$ cat src/rtl/aux_fr_pkg.sv
package aux_fr_pkg;

  typedef enum logic [1:0] {
    ST_IDLE = 2'd0,
    ST_ACK  = 2'd1,
    ST_SEND = 2'd2
  } fr_state_t;

  localparam logic [3:0] CMD_NAT_WR = 4'b1000;
  localparam logic [3:0] CMD_NAT_RD = 4'b1001;
  localparam logic [3:0] CMD_I2C_WR = 4'b0000;
  localparam logic [3:0] CMD_I2C_RD = 4'b0001;
  localparam int         MOT_BIT    = 2;

endpackage

$ cat src/rtl/aux_cmd_sel.sv
module aux_cmd_sel
  import aux_fr_pkg::*;
(
  input  logic       is_i2c,
  input  logic       is_wr,
  input  logic       mot,
  output logic [3:0] cmd
);

  always_comb begin
    if (!is_i2c) begin
      cmd = is_wr ? CMD_NAT_WR : CMD_NAT_RD;
    end else begin
      cmd = is_wr ? CMD_I2C_WR : CMD_I2C_RD;
      cmd[MOT_BIT] = mot;
    end
  end

endmodule

$ cat src/rtl/aux_hdr_build.sv
module aux_hdr_build #(
  parameter int LEN_W = 5,
  parameter int CNT_W = 5
) (
  input  logic [3:0]       cmd,
  input  logic [19:0]      addr,
  input  logic [LEN_W-1:0] len,
  input  logic             is_wr,
  output logic [7:0]       hdr_b0,
  output logic [7:0]       hdr_b1,
  output logic [7:0]       hdr_b2,
  output logic [7:0]       hdr_len,
  output logic [2:0]       hdr_n,
  output logic [CNT_W-1:0] total
);

  logic has_len;

  assign has_len = (len != '0);
  assign hdr_b0  = {cmd, addr[19:16]};
  assign hdr_b1  = addr[15:8];
  assign hdr_b2  = addr[7:0];
  assign hdr_len = 8'(len) - 8'd1;
  assign hdr_n   = has_len ? 3'd4 : 3'd3;
  assign total   = CNT_W'(hdr_n) + (is_wr ? CNT_W'(len) : '0);

endmodule

$ cat src/rtl/aux_pay_buf.sv
module aux_pay_buf #(
  parameter int DEPTH = 16,
  parameter int IDX_W = 4
) (
  input  logic             clk,
  input  logic             we,
  input  logic [IDX_W-1:0] widx,
  input  logic [7:0]       wdata,
  input  logic [IDX_W-1:0] ridx,
  output logic [7:0]       rdata
);

  logic [7:0] mem [DEPTH];

  always_ff @(posedge clk) begin
    if (we) mem[widx] <= wdata;
  end

  assign rdata = mem[ridx];

endmodule

$ cat src/rtl/aux_req_framer.sv
module aux_req_framer
  import aux_fr_pkg::*;
#(
  parameter int MAX_LEN = 16,
  parameter int DLY_W   = 8,
  parameter int IDX_W   = $clog2(MAX_LEN),
  parameter int LEN_W   = $clog2(MAX_LEN + 1),
  parameter int CNT_W   = $clog2(MAX_LEN + 5)
) (
  input  logic             clk,
  input  logic             rst,
  input  logic             pb_we,
  input  logic [IDX_W-1:0] pb_idx,
  input  logic [7:0]       pb_data,
  input  logic             go,
  input  logic             req_i2c,
  input  logic             req_wr,
  input  logic             req_mot,
  input  logic [19:0]      req_addr,
  input  logic [LEN_W-1:0] req_len,
  input  logic [DLY_W-1:0] req_dly,
  output logic [DLY_W+3:0] start_dly,
  output logic [CNT_W-1:0] wr_count,
  output logic             busy,
  output logic             done,
  output logic             out_valid,
  input  logic             out_ready,
  output logic [7:0]       out_data
);

  localparam int SD_W = DLY_W + 4;

  fr_state_t        state;
  logic [3:0]       cmd_in, cmd_q;
  logic [19:0]      addr_q;
  logic [LEN_W-1:0] len_q;
  logic             wr_q;
  logic [CNT_W-1:0] idx;
  logic [7:0]       b0, b1, b2, blen, pay_rd;
  logic [2:0]       hdr_n;
  logic [CNT_W-1:0] total;
  logic [IDX_W-1:0] pay_idx;
  logic [7:0]       sel_byte;
  logic             accept_go;

  aux_cmd_sel u_cmd (
    .is_i2c (req_i2c),
    .is_wr  (req_wr),
    .mot    (req_mot),
    .cmd    (cmd_in)
  );

  aux_hdr_build #(.LEN_W(LEN_W), .CNT_W(CNT_W)) u_hdr (
    .cmd     (cmd_q),
    .addr    (addr_q),
    .len     (len_q),
    .is_wr   (wr_q),
    .hdr_b0  (b0),
    .hdr_b1  (b1),
    .hdr_b2  (b2),
    .hdr_len (blen),
    .hdr_n   (hdr_n),
    .total   (total)
  );

  aux_pay_buf #(.DEPTH(MAX_LEN), .IDX_W(IDX_W)) u_buf (
    .clk   (clk),
    .we    (pb_we),
    .widx  (pb_idx),
    .wdata (pb_data),
    .ridx  (pay_idx),
    .rdata (pay_rd)
  );

  assign pay_idx = IDX_W'(idx - CNT_W'(hdr_n));

  always_comb begin
    if (idx == CNT_W'(0))                         sel_byte = b0;
    else if (idx == CNT_W'(1))                    sel_byte = b1;
    else if (idx == CNT_W'(2))                    sel_byte = b2;
    else if (idx == CNT_W'(3) && hdr_n == 3'd4)   sel_byte = blen;
    else                                          sel_byte = pay_rd;
  end

  assign accept_go = (state == ST_IDLE) && go;
  assign busy      = (state != ST_IDLE);

  always_ff @(posedge clk) begin
    if (rst) begin
      state     <= ST_IDLE;
      cmd_q     <= '0;
      addr_q    <= '0;
      len_q     <= '0;
      wr_q      <= 1'b0;
      idx       <= '0;
      wr_count  <= CNT_W'(3);
      start_dly <= '0;
      done      <= 1'b0;
      out_valid <= 1'b0;
      out_data  <= '0;
    end else begin
      case (state)
        ST_IDLE: begin
          if (accept_go) begin
            cmd_q     <= cmd_in;
            addr_q    <= req_addr;
            len_q     <= req_len;
            wr_q      <= req_wr;
            start_dly <= SD_W'(req_dly) * SD_W'(10);
            done      <= 1'b0;
            idx       <= '0;
            state     <= ST_ACK;
          end
        end
        ST_ACK: begin
          wr_count <= total;
          if (!done) begin
            out_data  <= sel_byte;
            out_valid <= 1'b1;
            idx       <= idx + CNT_W'(1);
            state     <= ST_SEND;
          end
        end
        ST_SEND: begin
          if (out_ready) begin
            if (idx == wr_count) begin
              out_valid <= 1'b0;
              done      <= 1'b1;
              state     <= ST_IDLE;
            end else begin
              out_data <= sel_byte;
              idx      <= idx + CNT_W'(1);
            end
          end
        end
        default: state <= ST_IDLE;
      endcase
    end
  end

  assert_hold_on_stall_R11: assert property (@(posedge clk) disable iff (rst)
    (out_valid && !out_ready) |=> (out_valid && $stable(out_data)));

  assert_no_valid_while_done_R7: assert property (@(posedge clk) disable iff (rst)
    out_valid |-> !done);

  assert_valid_inside_busy_R9: assert property (@(posedge clk) disable iff (rst)
    out_valid |-> busy);

  assert_go_ignored_busy_R8: assert property (@(posedge clk) disable iff (rst)
    (state == ST_SEND && go) |=> $stable(start_dly));

  assert_count_range_R5: assert property (@(posedge clk) disable iff (rst)
    (wr_count >= CNT_W'(3)) && (wr_count <= CNT_W'(MAX_LEN + 4)));

endmodule

$ cat config.mk
export PLATFORM = sky130hd
export DESIGN_NAME = aux_req_framer
export DESIGN_NICKNAME = d
export VERILOG_FILES = /design/src/rtl/aux_fr_pkg.sv /design/src/rtl/aux_cmd_sel.sv /design/src/rtl/aux_hdr_build.sv /design/src/rtl/aux_pay_buf.sv /design/src/rtl/aux_req_framer.sv
export SDC_FILE = /design/constraint.sdc
export NUM_CORES = 1
export LEC_CHECK = 0
export BUFFER_PORTS_ARGS = -buffer_cell sky130_fd_sc_hd__buf_2
export CORE_MARGIN = 2
export CORE_UTILIZATION = 64
export CTS_CLUSTER_SIZE = 30
export DETAILED_ROUTE_END_ITERATION = 10
export GPL_ROUTABILITY_DRIVEN = 1
export PLACE_DENSITY_LB_ADDON = 0.3
export SLEW_MARGIN = 20
export SYNTH_ARGS = -nofsm -noshare
export SYNTH_HDL_FRONTEND = slang
export SYNTH_SLANG_ARGS = --single-unit
$ cat constraint.sdc
create_clock -name clk -period 7.9 [get_ports clk]
set_input_delay 0.395 -clock clk [delete_from_list [all_inputs] [get_ports clk]]
set_output_delay 0.395 -clock clk [all_outputs]
set_load 0.01 [all_outputs]
==> results_dict.tcl, run 1 <==
set metrics [dict create \
    status "finished clean" \
    synth_top_family_by_area "simple AND/OR/NAND/NOR gates" \
    final.fill_count 882 \
    final_layout_size_suffix_gt1_share_pct 23.4 \
    cts_hold_buf 0 \
    async_flop_share_pct 0 \
    critPathMaxFanout 16 \
    synth_area_mm2 0.00854 \
    r2r_start "len_q[0]" \
    yosysWarnings 0 \
    cts_setup_buffers 0 \
    ir_worst_vdd_mv 0.224 \
    core.rowCount 42 \
    rsz0062_at_grt "false" \
    grt_pass1_vias 5650 \
    port-buffer-count 79 \
    hold-path-cell-count 2 \
    dieArea_mm2 0.0143 \
    tightest_slew_ns 1.08 \
    detail_route.wl_per_cell_um 20.2 \
    area_growth_pct 13.0 \
    holdWs_ns 0.172 \
    cts_tree "done" \
    worstHoldStart "req_i2c" \
    grt_pass1_wl_mm 29.7 \
    synth_edf_count 128 \
    antenna_cells 0 \
    leakage_nw 3.52 \
    grt_max_degree 68 \
    antenna_found_initial 0 \
    finalMaxSlewViolations 0 \
    io-pin-count 81 \
    syn_nets 742 \
    synthDistinctLibCells 61 \
    cp.arrival_ns 4.02 \
    die_w_um 119 \
    pre_cts_ws_ns 4.24 \
    num_vias 5584 \
    hold_viol 0 \
    dp_hpwl_mm 12.7 \
    drc 0 \
    synth_area_per_cell_um2 13.0 \
    setup_tns_ns 0 \
    drtPass1Iterations 5 \
    fin_crit_ns 3.70 \
    skew_ns 0.00679 \
    setup.worst_path.start_class "register" \
    synth.area.mux_share_pct 10.6 \
    dpl.cell_count 891 \
    drt_iter0_markers 465 \
    hold_path.class "primary input to register" \
    clock_latency_ns 0.43 \
    grt_util_all_layers_pct 27.5 \
    clockBufferDepth 2 \
    cp.required_ns 8.23 \
    criticalPathCategory "register to register" \
    slew_headroom_pct 27.8 \
    postRouteAntennaNets 0 \
    start_util_pct 65.0 \
    cts_root_buf "clkbuf_16" \
    netlist_instances 658 \
    p_per_area_mw_per_mm2 362 \
    seq_area_frac_synth_pct 59.6 \
    setup_viol 0 \
    r2r_slack_ns 4.20 \
    synthXorXnorAreaFrac_pct 1.83 \
    power.total_mw 3.49 \
    crit_path_end_kind "register" \
    path_clk_slew_ns 0.07 \
    drv_cap 0 \
    final_cells 923 \
    critPathLaunch "len_q[0]" \
    cts_resized 0 \
    fin_nets 818 \
    fmax_ghz 0.270 \
    gp_congestion 0.930 \
    worst_slack_ns 4.20 \
    wirelength_mm 18.6 \
    vias_per_cell 6.05 \
    synthAdderAreaFrac_pct 4.81 \
    htreeDepth 4 \
    grt_overflow 0 \
    rr_worst_depth 12 \
    core_area_mm2 0.0131 \
    die_h_um 119 \
    synthSimpleGateAreaFrac_pct 11.4 \
    clock_sinks 190 \
    synth-compound-area-share_pct 8.85 \
    ys.flop_type "edfxtp_1" \
    ys_seq_elements 190 \
    cts_made_buffers 17 \
    fin_crit_sh_pct 46.8 \
]
==> sequential cells by signal (all words and copies together), names as in the netlist <==
name / cells
state: 2
idx: 5
out_data: 8
u_buf.mem: 128
len_q: 5
wr_count: 5
start_dly: 11
done: 1
cmd_q: 3
addr_q: 20
wr_q: 1
out_valid: 1
==> cell usage in the layout (no fill, tap or decap), types with 4 or more instances in the layout <==
cell       Yosys  layout
nand3_1       22      22
inv_8          0       5
o21ai_0        8       8
mux2i_1       17      17
or3b_2         4       4
nor2_1        27      26
a21oi_1       62      62
inv_1         24      24
buf_2          2      79
a211oi_1       4       4
clkinv_4       0       4
clkbuf_16      0      17
nand3b_1       4       4
a21o_1         5       5
ha_1          28      27
dfxtp_1       62      62
edfxtp_1     128     128
xnor2_1       11      11
nor3_1         6       6
nand2_1      106     106
nand2b_1       6       6
and2_1         4       4
xor2_1         5       5
o21ai_1        4       4
buf_4          5       8
mux4_2        32      32
==> per-layer routing <==
| metal | up-vias | share of wire [%] | global-route usage, % |
|---|---|---|---|
| met5 | - | 0 | 0 |
| met4 | 0 | 1.9 | 8.90 |
| met3 | 30 | 6.4 | 5.17 |
| met2 | 232 | 51 | 47.1 |
| met1 | 2740 | 40 | 35.7 |
| li1 | 2582 | - | - |
==> area by class of cell <==
class,instances,area [µm²],share of cell area [%]
Timing Repair Buffer,87,455,4.72
Multi-Input combinational cell,413,3220,33.3
Clock buffer,18,429,4.45
Clock inverter,14,148,1.53
Sequential cell,190,5080,52.7
Tap cell,176,220,2.28
Inverter,25,93.8,0.973
==> cells in the mapped netlist (3+ instances only) <==
master | n | area [µm²]
buf_4 | 5 | 37.5
o311ai_1 | 3 | 26.3
o221ai_1 | 3 | 26.3
nor4b_1 | 3 | 26.3
mux2i_1 | 17 | 170
or3b_2 | 4 | 35.0
clkbuf_1 | 15 | 56.3
o21ai_0 | 8 | 40.0
edfxtp_1 | 128 | 3840
nand3b_1 | 4 | 30.0
and3_1 | 3 | 18.8
a21o_1 | 5 | 37.5
inv_1 | 24 | 90.1
buf_1 | 5 | 18.8
xor2_1 | 5 | 43.8
nor2_1 | 27 | 101
mux4_2 | 32 | 721
nand2b_1 | 6 | 37.5
a211o_1 | 3 | 26.3
and2_1 | 4 | 25.0
o41ai_2 | 3 | 48.8
nand4_1 | 3 | 18.8
nand2_1 | 106 | 398
dfxtp_1 | 62 | 1240
a211oi_1 | 4 | 30.0
nand3_1 | 22 | 110
a21oi_1 | 62 | 310
xnor2_1 | 11 | 96.3
fa_1 | 3 | 60.1
o21ai_1 | 4 | 20.0
buf_6 | 3 | 33.8
ha_1 | 28 | 350
nor3_1 | 6 | 30.0
==> metrics by stage <==
stage,util [%],cell area [µm²]
2_1_floorplan,-,8540
3_3_place_gp,69.0,9060
3_5_place_dp,69.0,9060
4_1_cts,73.4,9640
5_1_grt,73.4,9650
6_report,73.4,9650
==> critical path, cell delays in order (launching register included) <==
cell      delay [ns]
dfxtp_1         0.37
inv_1           0.11
ha_1            0.17
or4b_4          0.52
inv_2           0.18
ha_4            0.15
inv_1           0.04
fa_1            0.43
xor2_2          0.86
mux2i_1         0.20
a222oi_1        0.33
nand3_1         0.11
o311ai_1        0.12
==> power by group <==
group          switching, mW  leakage (nW)  internal (mW)
sequential            0.0568          1.66           1.14
clock                  0.399         0.276          0.421
combinational          0.829          1.58          0.646
==> final timing paths <==
kind | to
max reg2reg | out_data[0]
max | out_data[0]
min | cmd_q[3]
min reg2reg | start_dly[9]
==> logic make-up (layout without fill, tap and decap cells) <==
| group | count (synthesis) | count (layout) |
|---|---|---|
| compound gates | 111 | 111 |
| xor+xnor | 17 | 17 |
| fa+ha+maj | 31 | 31 |
| buf+inv | 55 | 144 |
| flops | 190 | 190 |
| mux | 50 | 50 |
| other cells | 1 | 1 |
| simple gates | 203 | 203 |
(Power assumes the default switching activity.)
==> run 2: changes to the inputs <==
- CORE_UTILIZATION: 64 -> 53
- clock period: 7.9 -> 3.25 ns (I/O delays scaled with it)
==> run 2 against run 1 <==
Net effect: sequential power rose by 140%; sequential share of layout area fell by 2.9 points; cell count increased by 9.0%; setup slack worse by 4.1 ns; wire length grew 9.8%; first-iteration DRC count increased by 27%; critical endpoint is now out_data[5]; via count up 4.7%; combinational power rose to 2.8 times the previous value; register-to-register slack lost 4.1 ns; clock-buffer cell count down 1; die area grew 20%.
==> results_dict.tcl, run 2 (same netlist as run 1, synthesis figures left out) <==
set metrics [dict create \
    num_vias 5846 \
    antenna_cells 0 \
    port-buffer-count 79 \
    path_clk_slew_ns 0.07 \
    clockBufferDepth 2 \
    final_common_cell "edfxtp_1" \
    drtPass1Iterations 6 \
    cp.arrival_ns 3.46 \
    core.rowCount 46 \
    power.total_mw 9.26 \
    grt_pass1_wl_mm 31.3 \
    fmax_ghz 0.315 \
    top_register "u_buf.mem" \
    dp_hpwl_mm 13.4 \
    criticalPathCategory "register to register" \
    drc 0 \
    area_growth_pct 19.6 \
    utilization_pct 64.5 \
    grt_util_all_layers_pct 24.8 \
    cp_slowest_cell "fa_2" \
    fin_crit_sh_pct 97.7 \
    worstPathCellList "inv_1 -> ha_2 -> or4b_4 -> inv_2 -> ha_2 -> inv_1 -> fa_2 -> buf_4 -> clkbuf_16 -> mux4_2 -> mux2i_1 -> o22a_1 -> o221ai_1" \
    clock_sinks 190 \
    fin_crit_ns 3.17 \
    leakage_nw 3.76 \
    start_util_pct 53.9 \
    hold_path.class "primary input to register" \
    wirelength_mm 20.4 \
    largest_register_ffs 128 \
    setup_tns_ns 0 \
    r2r_start "len_q[0]" \
    dpl-instance-area_mm2 0.00923 \
    cp.required_ns 3.53 \
    slew_headroom_pct 20.9 \
    top_regs "u_buf.mem x128, addr_q x20, start_dly x11" \
    critPathMaxFanout 8 \
    mostFrequentLayoutCells "edfxtp_1, nand2_1, buf_2" \
    holdWs_ns 0.0174 \
    setup.worst_path.start_class "register" \
    final_area_mm2 0.0102 \
    clock_latency_ns 0.44 \
    min_to "len_q[1]" \
    fin_nets 861 \
    ir_worst_vdd_mv 0.535 \
    tightest_slew_ns 1.18 \
    p_per_area_mw_per_mm2 907 \
    drv_cap 0 \
    crit_path_end_kind "register" \
    worstHoldStart "req_len[1]" \
    gp_congestion 0.908 \
    status "finished clean" \
    cts_made_buffers 17 \
    cts_tree "done" \
    grt_max_degree 42 \
    setup_viol 0 \
    grt_pass1_vias 5822 \
    die_w_um 131 \
    vias_per_cell 5.81 \
    io-pin-count 81 \
    regToRegEndpoint "out_data[5]" \
    drt_iter0_markers 591 \
    finalMaxSlewViolations 0 \
    cts_root_buf "clkbuf_16" \
    detail_route.wl_per_cell_um 20.3 \
    dieArea_mm2 0.0171 \
    hold_viol 0 \
    rsz0062_at_grt "true" \
    grt_overflow 0 \
    core_area_mm2 0.0158 \
    htreeDepth 4 \
    postRouteAntennaNets 0 \
    skew_ns 0.00905 \
    die_h_um 131 \
    antenna_found_initial 0 \
    slowest_delay_ns 0.59 \
    r2r_slack_ns 0.08 \
    rr_worst_depth 13 \
    hold-path-cell-count 3 \
    final_layout_size_suffix_gt1_share_pct 24.8 \
]
run 2: what timing repair did:
| action | CTS | global route |
|---|---|---|
| buffers inserted | 0 | 4 |
| endpoints found under the setup margin | 0 | 3 |
| resized for setup | 0 | 3 |
| endpoints found under the hold margin | 27 | 0 |
| hold buffers | 27 | 0 |
run 2: worst max-delay path by stage:
stage	start	to	slack, ns	cells after the start
after floorplan	len_q[0]	out_data[6]	0.01	12
after global placement	len_q[0]	out_data[6]	0.19	12
after detailed placement	len_q[0]	out_data[6]	0.13	12
after CTS	len_q[0]	out_data[6]	0.09	12
after global routing	len_q[1]	out_data[5]	-0.03	13
final	len_q[0]	out_data[5]	0.08	13
run 2: routing by layer:
metal  global-route usage, %  vias up  part of all wire, %
met4                    8.20        0                  2.4
met2                    42.1      248                   50
met1                    32.3     2883                   41
met5                       0        -                    0
li1                        -     2671                    -
met3                    5.17       44                  6.4
run 2: final cells by class:
class                           count  area, µm²
Multi-Input combinational cell    413       3230
Clock inverter                     15        194
Inverter                           25       93.8
Clock buffer                       17        425
Timing Repair Buffer              130        917
Fill cell                        1119       5620
Sequential cell                   190       5080
Tap cell                          216        270
run 2: power by group:
part,switching (mW),leakage [nW],internal [mW],total (mW)
Combinational,2.17,1.80,2.01,4.18
Sequential,0.132,1.66,2.76,2.90
Clock,1.01,0.297,1.18,2.18
run 2: worst max-delay path: cells and delay by family, from the launching register on:
| family | cells | cell delay (ns) |
|---|---|---|
| AND/OR/NAND/NOR | 1 | 0.47 |
| buffers and inverters | 5 | 0.54 |
| AO/OA/AOI/OAI | 2 | 0.28 |
| multiplexers | 2 | 0.48 |
| adder cells (fa/ha/maj) | 3 | 0.94 |
| flip-flops | 1 | 0.32 |
run 2: stage by stage:
stage	worst slack, ns	std cells
after floorplan	0.0137	658
after global placement	0.188	941
after detailed placement	0.127	941
after CTS	0.0908	1000
after global routing	-0.0312	1006
final	0.0750	1006
